--- src/rtl/dlyt_pkg.sv ---
package dlyt_pkg;

  // Bus command encoding; bit 0 marks a write
  localparam logic [1:0] CMD_MEM_RD = 2'b00;
  localparam logic [1:0] CMD_MEM_WR = 2'b01;
  localparam logic [1:0] CMD_IO_RD  = 2'b10;
  localparam logic [1:0] CMD_IO_WR  = 2'b11;

  typedef enum logic [1:0] {
    BUS_IDLE,
    BUS_WAIT,
    BUS_HOLD
  } busState_e;

  // Strobes from control to datapath
  typedef struct packed {
    logic latchReq;   // capture bus request into the delayed entry
    logic pushPost;   // enqueue a posted write
    logic issuePost;  // pop queue head into back-end registers
    logic issueDly;   // load delayed entry into back-end registers
    logic captureRd;  // store back-end read data
  } dpStrobe_t;

  function automatic logic cmdIsPostable(input logic [1:0] cmd);
    return cmd == CMD_MEM_WR;
  endfunction

endpackage

--- src/rtl/dlyt_post_fifo.sv ---
module dlyt_post_fifo #(
  parameter int ITEM_W = 52,
  parameter int DEPTH  = 4,
  parameter int CNT_W  = $clog2(DEPTH + 1)
) (
  input  logic              clk,
  input  logic              rstN,
  input  logic              push,
  input  logic              pop,
  input  logic [ITEM_W-1:0] pushItem,
  output logic [ITEM_W-1:0] headItem,
  output logic              full,
  output logic              empty,
  output logic [CNT_W-1:0]  count
);
  localparam int PTR_W = (DEPTH > 1) ? $clog2(DEPTH) : 1;

  logic [ITEM_W-1:0] store [DEPTH];
  logic [PTR_W-1:0]  wrPtr, rdPtr;
  logic [CNT_W-1:0]  fill;

  function automatic logic [PTR_W-1:0] advance(input logic [PTR_W-1:0] p);
    return (p == PTR_W'(DEPTH - 1)) ? '0 : p + 1'b1;
  endfunction

  always_ff @(posedge clk) begin
    if (push) store[wrPtr] <= pushItem;
  end

  always_ff @(posedge clk) begin
    if (!rstN) begin
      wrPtr <= '0;
      rdPtr <= '0;
      fill  <= '0;
    end else begin
      if (push) wrPtr <= advance(wrPtr);
      if (pop)  rdPtr <= advance(rdPtr);
      case ({push, pop})
        2'b10:   fill <= fill + 1'b1;
        2'b01:   fill <= fill - 1'b1;
        default: fill <= fill;
      endcase
    end
  end

  assign headItem = store[rdPtr];
  assign full     = (fill == CNT_W'(DEPTH));
  assign empty    = (fill == '0);
  assign count    = fill;

endmodule

--- src/rtl/dlyt_datapath.sv ---
module dlyt_datapath
  import dlyt_pkg::*;
#(
  parameter int ADDR_W     = 16,
  parameter int DATA_W     = 32,
  parameter int POST_DEPTH = 4,
  parameter int BE_W       = DATA_W / 8,
  parameter int CNT_W      = $clog2(POST_DEPTH + 1)
) (
  input  logic              clk,
  input  logic              rstN,
  input  dpStrobe_t         stb,
  input  logic [1:0]        busCmd,
  input  logic [ADDR_W-1:0] busAddr,
  input  logic [BE_W-1:0]   busBe,
  input  logic [DATA_W-1:0] busWdata,
  input  logic [DATA_W-1:0] beRdata,
  output logic              reqMatch,
  output logic              postFull,
  output logic              postEmpty,
  output logic [CNT_W-1:0]  postCount,
  output logic              beWe,
  output logic [ADDR_W-1:0] beAddr,
  output logic [BE_W-1:0]   beBe,
  output logic [DATA_W-1:0] beWdata,
  output logic [DATA_W-1:0] busRdata
);
  localparam int ITEM_W = ADDR_W + BE_W + DATA_W;

  // Delayed entry
  logic [1:0]        entCmd;
  logic [ADDR_W-1:0] entAddr;
  logic [BE_W-1:0]   entBe;
  logic [DATA_W-1:0] entData;
  logic [DATA_W-1:0] rdHold;

  logic [ITEM_W-1:0] headItem;
  logic [ADDR_W-1:0] headAddr;
  logic [BE_W-1:0]   headBe;
  logic [DATA_W-1:0] headData;

  always_ff @(posedge clk) begin
    if (!rstN) begin
      entCmd  <= '0;
      entAddr <= '0;
      entBe   <= '0;
      entData <= '0;
    end else if (stb.latchReq) begin
      entCmd  <= busCmd;
      entAddr <= busAddr;
      entBe   <= busBe;
      entData <= busWdata;
    end
  end

  // A reissue must repeat every latched field; data counts for writes only
  always_comb begin
    reqMatch = (entCmd == busCmd) && (entAddr == busAddr) && (entBe == busBe);
    if (busCmd[0] && (entData != busWdata)) reqMatch = 1'b0;
  end

  dlyt_post_fifo #(
    .ITEM_W (ITEM_W),
    .DEPTH  (POST_DEPTH),
    .CNT_W  (CNT_W)
  ) postQ (
    .clk      (clk),
    .rstN     (rstN),
    .push     (stb.pushPost),
    .pop      (stb.issuePost),
    .pushItem ({busAddr, busBe, busWdata}),
    .headItem (headItem),
    .full     (postFull),
    .empty    (postEmpty),
    .count    (postCount)
  );

  assign {headAddr, headBe, headData} = headItem;

  always_ff @(posedge clk) begin
    if (!rstN) begin
      beWe    <= 1'b0;
      beAddr  <= '0;
      beBe    <= '0;
      beWdata <= '0;
    end else if (stb.issuePost) begin
      beWe    <= 1'b1;
      beAddr  <= headAddr;
      beBe    <= headBe;
      beWdata <= headData;
    end else if (stb.issueDly) begin
      beWe    <= entCmd[0];
      beAddr  <= entAddr;
      beBe    <= entBe;
      beWdata <= entData;
    end
  end

  always_ff @(posedge clk) begin
    if (!rstN)              rdHold <= '0;
    else if (stb.captureRd) rdHold <= beRdata;
  end

  assign busRdata = rdHold;

endmodule

--- src/rtl/dlyt_control.sv ---
module dlyt_control
  import dlyt_pkg::*;
#(
  parameter int POST_DEPTH   = 4,
  parameter int LAT_INIT     = 16,
  parameter int DISCARD_CLKS = 32768,
  parameter int CNT_W        = $clog2(POST_DEPTH + 1)
) (
  input  logic             clk,
  input  logic             rstN,
  input  logic             busFrame,
  input  logic [1:0]       busCmd,
  input  logic             reqMatch,
  input  logic             postFull,
  input  logic             postEmpty,
  input  logic [CNT_W-1:0] postCount,
  input  logic             beAck,
  output dpStrobe_t        stb,
  output logic             beReq,
  output logic             busTrdy,
  output logic             busStop,
  output logic             busDevsel
);
  localparam int LAT_W = $clog2(LAT_INIT + 1);
  localparam int DIS_W = (DISCARD_CLKS > 1) ? $clog2(DISCARD_CLKS) : 1;

  busState_e        state, nextState;
  logic             entValid, entIssued, entDone;
  logic [CNT_W-1:0] aheadCnt;
  logic [LAT_W-1:0] waitCnt;
  logic [DIS_W-1:0] discardCnt;
  logic             beIsDly;

  logic respTrdy, respStop, freeNow, discardNow, dlyReady, holdPosts, dlyFinish;

  assign discardNow = entValid && entDone && (discardCnt == DIS_W'(DISCARD_CLKS - 1));
  assign dlyReady   = entValid && !entIssued && (aheadCnt == '0);
  assign holdPosts  = entValid && !entDone && (aheadCnt == '0);
  assign dlyFinish  = beReq && beAck && beIsDly;

  // Bus answer and back-end issue decisions
  always_comb begin
    stb       = '0;
    respTrdy  = 1'b0;
    respStop  = 1'b0;
    freeNow   = 1'b0;
    nextState = state;

    case (state)
      BUS_IDLE: begin
        if (busFrame) begin
          nextState = BUS_HOLD;
          if (cmdIsPostable(busCmd)) begin
            if (!postFull) begin
              stb.pushPost = 1'b1;
              respTrdy     = 1'b1;
            end else begin
              respStop = 1'b1;
            end
          end else if (entValid) begin
            if (reqMatch && entDone) begin
              respTrdy = 1'b1;
              freeNow  = 1'b1;
            end else begin
              respStop = 1'b1;
            end
          end else begin
            stb.latchReq = 1'b1;
            nextState    = BUS_WAIT;
          end
        end
      end
      BUS_WAIT: begin
        if (entDone) begin
          respTrdy  = 1'b1;
          freeNow   = 1'b1;
          nextState = BUS_HOLD;
        end else if (waitCnt == LAT_W'(LAT_INIT - 1)) begin
          respStop  = 1'b1;
          nextState = BUS_HOLD;
        end
      end
      default: begin
        if (!busFrame) nextState = BUS_IDLE;
      end
    endcase

    if (!beReq) begin
      if (dlyReady)                     stb.issueDly  = 1'b1;
      else if (!postEmpty && !holdPosts) stb.issuePost = 1'b1;
    end
    stb.captureRd = dlyFinish;
  end

  always_ff @(posedge clk) begin
    if (!rstN) begin
      state     <= BUS_IDLE;
      busTrdy   <= 1'b0;
      busStop   <= 1'b0;
      busDevsel <= 1'b0;
      waitCnt   <= '0;
    end else begin
      state     <= nextState;
      busTrdy   <= respTrdy;
      busStop   <= respStop;
      busDevsel <= respTrdy | respStop;
      if (stb.latchReq)        waitCnt <= LAT_W'(1);
      else if (state == BUS_WAIT) waitCnt <= waitCnt + 1'b1;
    end
  end

  always_ff @(posedge clk) begin
    if (!rstN) begin
      beReq   <= 1'b0;
      beIsDly <= 1'b0;
    end else if (stb.issueDly || stb.issuePost) begin
      beReq   <= 1'b1;
      beIsDly <= stb.issueDly;
    end else if (beAck) begin
      beReq   <= 1'b0;
    end
  end

  always_ff @(posedge clk) begin
    if (!rstN) begin
      entValid   <= 1'b0;
      entIssued  <= 1'b0;
      entDone    <= 1'b0;
      aheadCnt   <= '0;
      discardCnt <= '0;
    end else if (stb.latchReq) begin
      entValid   <= 1'b1;
      entIssued  <= 1'b0;
      entDone    <= 1'b0;
      aheadCnt   <= postCount - CNT_W'(stb.issuePost);
      discardCnt <= '0;
    end else if (freeNow || discardNow) begin
      entValid  <= 1'b0;
      entIssued <= 1'b0;
      entDone   <= 1'b0;
    end else begin
      if (stb.issueDly) entIssued <= 1'b1;
      if (dlyFinish)    entDone   <= 1'b1;
      if (stb.issuePost && (aheadCnt != '0)) aheadCnt <= aheadCnt - 1'b1;
      if (entValid && entDone) discardCnt <= discardCnt + 1'b1;
    end
  end

endmodule

--- src/rtl/delayed_target.sv ---
module delayed_target
  import dlyt_pkg::*;
#(
  parameter int ADDR_W       = 16,
  parameter int DATA_W       = 32,
  parameter int POST_DEPTH   = 4,
  parameter int LAT_INIT     = 16,
  parameter int DISCARD_CLKS = 32768
) (
  input  logic                clk,
  input  logic                rstN,
  input  logic                busFrame,
  input  logic [1:0]          busCmd,
  input  logic [ADDR_W-1:0]   busAddr,
  input  logic [DATA_W/8-1:0] busBe,
  input  logic [DATA_W-1:0]   busWdata,
  output logic                busTrdy,
  output logic                busStop,
  output logic                busDevsel,
  output logic [DATA_W-1:0]   busRdata,
  output logic                beReq,
  output logic                beWe,
  output logic [ADDR_W-1:0]   beAddr,
  output logic [DATA_W/8-1:0] beBe,
  output logic [DATA_W-1:0]   beWdata,
  input  logic                beAck,
  input  logic [DATA_W-1:0]   beRdata
);
  localparam int BE_W  = DATA_W / 8;
  localparam int CNT_W = $clog2(POST_DEPTH + 1);

  dpStrobe_t        stb;
  logic             reqMatch, postFull, postEmpty;
  logic [CNT_W-1:0] postCount;

  dlyt_control #(
    .POST_DEPTH   (POST_DEPTH),
    .LAT_INIT     (LAT_INIT),
    .DISCARD_CLKS (DISCARD_CLKS),
    .CNT_W        (CNT_W)
  ) ctl (
    .clk       (clk),
    .rstN      (rstN),
    .busFrame  (busFrame),
    .busCmd    (busCmd),
    .reqMatch  (reqMatch),
    .postFull  (postFull),
    .postEmpty (postEmpty),
    .postCount (postCount),
    .beAck     (beAck),
    .stb       (stb),
    .beReq     (beReq),
    .busTrdy   (busTrdy),
    .busStop   (busStop),
    .busDevsel (busDevsel)
  );

  dlyt_datapath #(
    .ADDR_W     (ADDR_W),
    .DATA_W     (DATA_W),
    .POST_DEPTH (POST_DEPTH),
    .BE_W       (BE_W),
    .CNT_W      (CNT_W)
  ) dp (
    .clk       (clk),
    .rstN      (rstN),
    .stb       (stb),
    .busCmd    (busCmd),
    .busAddr   (busAddr),
    .busBe     (busBe),
    .busWdata  (busWdata),
    .beRdata   (beRdata),
    .reqMatch  (reqMatch),
    .postFull  (postFull),
    .postEmpty (postEmpty),
    .postCount (postCount),
    .beWe      (beWe),
    .beAddr    (beAddr),
    .beBe      (beBe),
    .beWdata   (beWdata),
    .busRdata  (busRdata)
  );

endmodule

--- config.mk ---
export PLATFORM = sky130hd
export DESIGN_NAME = delayed_target
export DESIGN_NICKNAME = d
export VERILOG_FILES = /design/src/rtl/dlyt_pkg.sv /design/src/rtl/dlyt_post_fifo.sv /design/src/rtl/dlyt_datapath.sv /design/src/rtl/dlyt_control.sv /design/src/rtl/delayed_target.sv
export SDC_FILE = /design/constraint.sdc
export NUM_CORES = 1
export LEC_CHECK = 0
export BUFFER_PORTS_ARGS = -buffer_cell sky130_fd_sc_hd__buf_2
export CORE_MARGIN = 2
export CORE_UTILIZATION = 30
export DETAILED_ROUTE_END_ITERATION = 10
export SYNTH_ARGS = -nofsm -noshare
export SYNTH_HDL_FRONTEND = slang
export SYNTH_SLANG_ARGS = --single-unit
--- constraint.sdc ---
create_clock -name clk -period 3.7 [get_ports clk]
set_input_delay 0.555 -clock clk [delete_from_list [all_inputs] [get_ports clk]]
set_output_delay 0.555 -clock clk [all_outputs]
set_load 0.01 [all_outputs]
### Word-level counts from Yosys, hierarchy flattened

Memory sizes are Yosys's and may differ from the RTL's. A register that Yosys moved wholly into a read port is not among the register bits.
Cells that the tools add are included.

* register bits after elaboration: 179
* RAM bits: 208
* word-level logic and storage cells: 148
* memories: 1

Memory list
* dp.postQ.store: words 4, bits a word 52, rd ports 1, clocked after Yosys merged registers in 1, write ports 1, RTL line dlyt_post_fifo.sv:18 `logic [ITEM_W-1:0] store [DEPTH];`

* $add $sub $neg: 8
* eq/ne operators: 17
* muxes and demuxes: 59
* bitwise logic cells: 3
* reductions and logical operators: 35

Operators with widths (count)
* $mux W32: 2
* $mux W1: 32
* $mux W16: 2
* $ne A32 B32 Y1: 1
* $mux W2: 13
* $eq A16 B16 Y1: 1
* $add A15 B1 Y15 const B: 1
* $eq A15 B15 Y1 const B: 1
* $logic_and A1 B1 Y1: 14
* $reduce_bool A2 Y1: 6
* $mux W3: 3
* $mux W4: 2
* $eq A2 B1 Y1 const B: 3
* $eq A2 B2 Y1 const B: 3
* $logic_not A3 Y1: 2
* $ne A3 B1 Y1 const B: 2
* $pmux W1 S2: 3
* $pmux W3 S2: 1
* $sub A3 B1 Y3 const B: 2
* $add A5 B1 Y5 const B: 1
* $eq A5 B4 Y1 const B: 1
* $add A2 B1 Y2 const B: 2
* $eq A4 B4 Y1: 1
* $logic_not A1 Y1: 4
* 16 further kinds: 19

### Logic depth before layout (Yosys ltp)

* depth in word-level cells: 13
* mapped depth: 16

### By module

Synthesis repeated with hierarchy kept, for this count alone.

* cells, all modules: 1156
* area, all modules: 16069.2 sq um

By module, submodules not included
* dlyt_post_fifo: instances 1, cells each 319, area an instance 8029.0 sq um, sequential area each 6426.2 sq um
* dlyt_datapath: instances 1, cells each 636, area an instance 6313.6 sq um, sequential area each 2782.7 sq um
* dlyt_control: instances 1, cells each 201, area an instance 1726.7 sq um, sequential area each 660.6 sq um

### Worst setup path after synthesis

Ideal clock, no wire load.

* path type: flip-flop to flip-flop
* start: reg ctl.aheadCnt[0]
* end: reg dp.postQ.fill[2] (netlist: dp.postQ.count[2])
* setup time: 0.070 ns
* data arrival time: 3.124 ns
* data required time: 3.630 ns
* path slack: 0.506 ns
* stages on the path, launching flop included: 17
* period minus slack after synthesis: 3.194 ns
* cells stage by stage: dfxtp_1 > inv_1 > ha_1 > nor2b_1 > nand2_1 > a21oi_1 > or3_1 > clkbuf_1 > inv_1 > clkbuf_1 > buf_1 > ha_1 > inv_1 > fa_1 > xor2_1 > or3_1 > a21oi_1

RTL lines
* from (decl): RTL line dlyt_control.sv:29 `logic [CNT_W-1:0] aheadCnt;`
* from (signal assigned): RTL line dlyt_control.sv:135 `aheadCnt <= postCount - CNT_W'(stb.issuePost);`
* from (signal assigned): RTL line dlyt_control.sv:144 `if (stb.issuePost && (aheadCnt != '0)) aheadCnt <= aheadCnt - 1'b1;`
* to (signal assigned): RTL line dlyt_post_fifo.sv:39 `2'b10: fill <= fill + 1'b1;`
* to (signal assigned): RTL line dlyt_post_fifo.sv:40 `2'b01: fill <= fill - 1'b1;`
* to (signal assigned): RTL line dlyt_post_fifo.sv:41 `default: fill <= fill;`
* to (decl): RTL line dlyt_post_fifo.sv:20 `logic [CNT_W-1:0] fill;`

### Final worst setup path

* start: reg ctl.aheadCnt[0]
* end: reg dp.postQ.fill[2] (netlist: dp.postQ.count[2])

* word-level cells in the longest chain between the ends: 9
* elaborated cells on any way between the ends: 12
* those cells by class: 2 x eq/ne; 4 x mux; 6 x reduce/logical

RTL lines
* $logic_not A3 Y1 (*): RTL line dlyt_control.sv:37, dlyt_control.sv:38
* $logic_and A1 B1 Y1: RTL line dlyt_control.sv:38 `assign holdPosts = entValid && !entDone && (aheadCnt == '0);`
* $logic_not A1 Y1: RTL line dlyt_control.sv:90 `else if (!postEmpty && !holdPosts) stb.issuePost = 1'b1;`
* $logic_and A1 B1 Y1: RTL line dlyt_control.sv:90
* $mux W1: RTL line dlyt_control.sv:90
* $mux W1 (*): RTL line dlyt_control.sv:89 `if (dlyReady) stb.issueDly = 1'b1;`
* $mux W2 (*): RTL line dlyt_control.sv:88 `if (!beReq) begin`
* $eq A2 B1 Y1 or $eq A2 B2 Y1 (tied branches): RTL line dlyt_post_fifo.sv:38 `case ({push, pop})`
* $pmux W3 S2 or $reduce_bool A2 Y1 (tied branches)

Every way passes the cells marked *; elsewhere a longest branch is shown, timed or not.
A chain may end at the register's enable or synchronous reset.

==> results.yml <==
run_status:
  outcome: "finished, final reports clean"
setup_path:
  path_class: "reg -> reg"
  slowest_stage: "or3_1"
  crit_arrival_ns: 3.47
  ff2ff_path_depth: 13
  critical_path.cell_chain: "inv_1, ha_1, nor2b_1, nand2_1, a21oi_1, or3_1, inv_2, ha_1, inv_1, fa_1, xor2_1, or3_1, a21oi_1"
  worst_ep_required_time_ns: 4.19
  endpoint_kind: "flop"
  max_stage_delay_ns: 0.46
  crit_fanout: 12
  start_kind: "flop"
yosys:
  async_flop_share_pct: 0
  synth_cell_type_count: 49
  postSynthNetCount: 1314
  ys_ff_latch: 389
  syn_inst: 1210
  synth_edf_count: 208
  synth_top_area_cell: "edfxtp_1"
  ys_seq_area_share_pct: 65.1
  syn-cell-area_um2: 15200
  ys.flop_type: "edfxtp_1"
  post_synth.cell_area_avg_um2: 12.5
  yosys_warnings: 0
  synth_area_leaders: "edfxtp_1 41%, dfxtp_1 24%, mux4_2 7.7%"
  synth_top_area_share_pct: 41.2
timing:
  clock_skew_ns: 0.0222
  fin_ws_ns: 0.717
  clock.fmax_mhz: 335
  hold_viol_final: 0
  final-setup-viol-count: 0
  maxSlewHeadroom_pct: 21.2
  tns_ns: 0
  worst_pin_slew_ns: 1.18
  slew_violations: 0
  rsz0062_at_grt: "false"
  min_period_over_period_pct: 80.6
  fin_crit_ns: 2.98
cells_and_area:
  post-route-cell-area_um2: 18200
  fillers: 4923
  syn_to_final_growth_pct: 20.2
  instances_no_fill: 2085
  num-nets-final: 1483
  drive_gt1_share_pct: 23.5
placement:
  gp_congestion: 0.755
  dp_cells: 2008
  port_buffers: 178
  hpwl_um: 24600
  dp_slack_ns: 0.665
  placed_area_um2: 16900
routing:
  wirelength_um: 40100
  wl_per_cell_um: 19.2
  firstDrtPassIters: 5
  vias: 10200
  avgViaCountPerCell: 4.88
  drcViolationCount: 0
  drtAntennaViolNets: 0
  drt_iter0_markers: 738
clock_tree:
  cts_root_buffer: "clkbuf_16"
  cts.sinks: 389
  cts_made_buffers: 41
  path_clk_slew_ns: 0.06
  cts_hold_buf: 0
  worstSkewPairLatency_ns: 0.55
  cts_buffer_depth: 3
  htree_levels: 2
  postCtsSetupRepairBufs: 0
  cts_resized: 0
  cts_tree: "done"
job:
  maxCapViolations: 0
pwr:
  p_per_area_nw_per_um2: 665
  leakage_nw: 6.18
  power_mw: 12.1
  ir_worst_vdd_mv: 0.442
global_routing:
  grt_max_degree: 83
  first_global_vias: 10300
  overflow: 0
  grt_first_pass_wirelength_um: 60900
  grt_antenna_before_repair: 7
  grt_util_all_layers_pct: 15.0
die:
  die_area_um2: 52400
  pin_count: 179
  core_um2: 50100
  die_w_um: 229
  start_util_pct: 30.3
  num_rows: 82
  dieHeight_um: 229
min_path:
  hold_path.class: "in -> reg"
  holdPathStages: 3
-- through the flow --
stage          utilization (%)  hold WS, ns
4_1_cts                   36.4        0.211
5_1_grt                   36.4        0.231
6_report                  36.4        0.244
3_5_place_dp              33.8        0.442
2_1_floorplan                -        0.448
3_3_place_gp              33.8        0.436
-- path summary, 6_finish.rpt --
| path | to | slack [ns] | from |
|---|---|---|---|
| worst max-delay path | dp.postQ.count[2] | 0.72 | ctl.aheadCnt[0] |
| worst min-delay path | dp.busRdata[17] | 0.24 | beRdata[17] |
| worst max register to register | dp.postQ.count[2] | 0.72 | ctl.aheadCnt[0] |
| worst min register to register | dp.beWdata[21] | 0.44 | dp.beWdata[21] |
-- cells by family after synthesis --
| logic type | share of synthesized area, % |
|---|---|
| xor+xnor | 3.47 |
| simple gates | 10.3 |
| mux | 7.92 |
| fa+ha+maj | 1.20 |
| compound gates | 9.70 |
| buf+inv | 2.36 |
| flops | 65.1 |
-- report_power, final --
| part | leakage, nW | internal (mW) | switching [mW] |
|---|---|---|---|
| Clock | 0.645 | 2.30 | 1.68 |
| Combinational | 2.19 | 1.13 | 1.66 |
| Sequential | 3.35 | 4.95 | 0.405 |
| Total | 6.18 | 8.38 | 3.74 |
-- cell usage in the layout, fill, tap and decap left out, types with 4 or more instances in the layout --
master     count
clkbuf_16     41
nor2_1        20
clkbuf_1       9
nor3_1         7
nand3_1       12
buf_4         13
and3_1         5
xnor2_1       52
buf_2        178
dfxtp_1      179
nand2_1      239
edfxtp_1     208
a22oi_1       52
and2_2         5
ha_1          13
buf_12        10
or4_1         13
mux4_2        52
xor2_1         8
a21oi_1      166
clkinv_2       6
clkbuf_8       9
inv_1         12
o21ai_0        4
o31ai_1       12
nand4_1       20
or3_1          6
-- synthesized netlist by cell type (2+ instances only) --
cell and n:
nand3b_1 3, buf_1 6, nand2b_1 2, xnor2_1 52, nand3_1 13, o31ai_1 12, nor2_1 21, o21a_1 2
o2111ai_1 2, nand2_1 240, mux2i_1 3, nand4_1 20, o21ai_1 3, ha_1 13, o211a_1 2, or4_1 13
inv_1 14, or3_1 6, xor2_1 8, o21ai_0 4, edfxtp_1 208, nor3_1 8, a21oi_1 166, clkbuf_1 67
mux4_2 52, a31oi_1 2, and2_1 7, and3_1 5, nor2b_1 3, nor4_1 3, dfxtp_1 181, a22oi_1 52
-- area by class of cell --
cell class	instances	area, µm²	share of cell area (%)
Antenna cell	3	7.51	0.0412
Clock buffer	59	1180	6.49
Clock inverter	15	115	0.631
Inverter	14	55.1	0.302
Multi-Input combinational cell	732	4960	27.2
Sequential cell	389	9880	54.2
Tap cell	672	841	4.61
Timing Repair Buffer	201	1190	6.52
-- registers in the layout, summed over array words and instances (netlist names), 2 cells and up, named ones only --
name	cells
dp.postQ.count	3
dp.busRdata	32
dp.postQ.store	208
ctl.waitCnt	5
dp.postQ.wrPtr	2
dp.entCmd	2
dp.beAddr	16
dp.entData	32
dp.entAddr	16
dp.beWdata	32
dp.entBe	4
dp.postQ.rdPtr	2
dp.beBe	4
ctl.aheadCnt	3
ctl.state	2
ctl.discardCnt	15
-- critical path: cells and delay by family (launching register included) --
family          cells  cell delay, ns
fa+ha+maj           3            0.80
flops               1            0.37
simple gates        4            0.99
buf+inv             3            0.42
xor+xnor            1            0.15
compound gates      2            0.19
-- routing by layer --
metal	vias to the layer above	track usage, %	wire length, µm
met5	-	0	30
met4	4	4.89	880
met3	66	3.71	2300
met2	242	25.0	19400
met1	5077	19.3	17500
li1	4777	-	-
No activity file was read; power rests on OpenSTA's default activity.
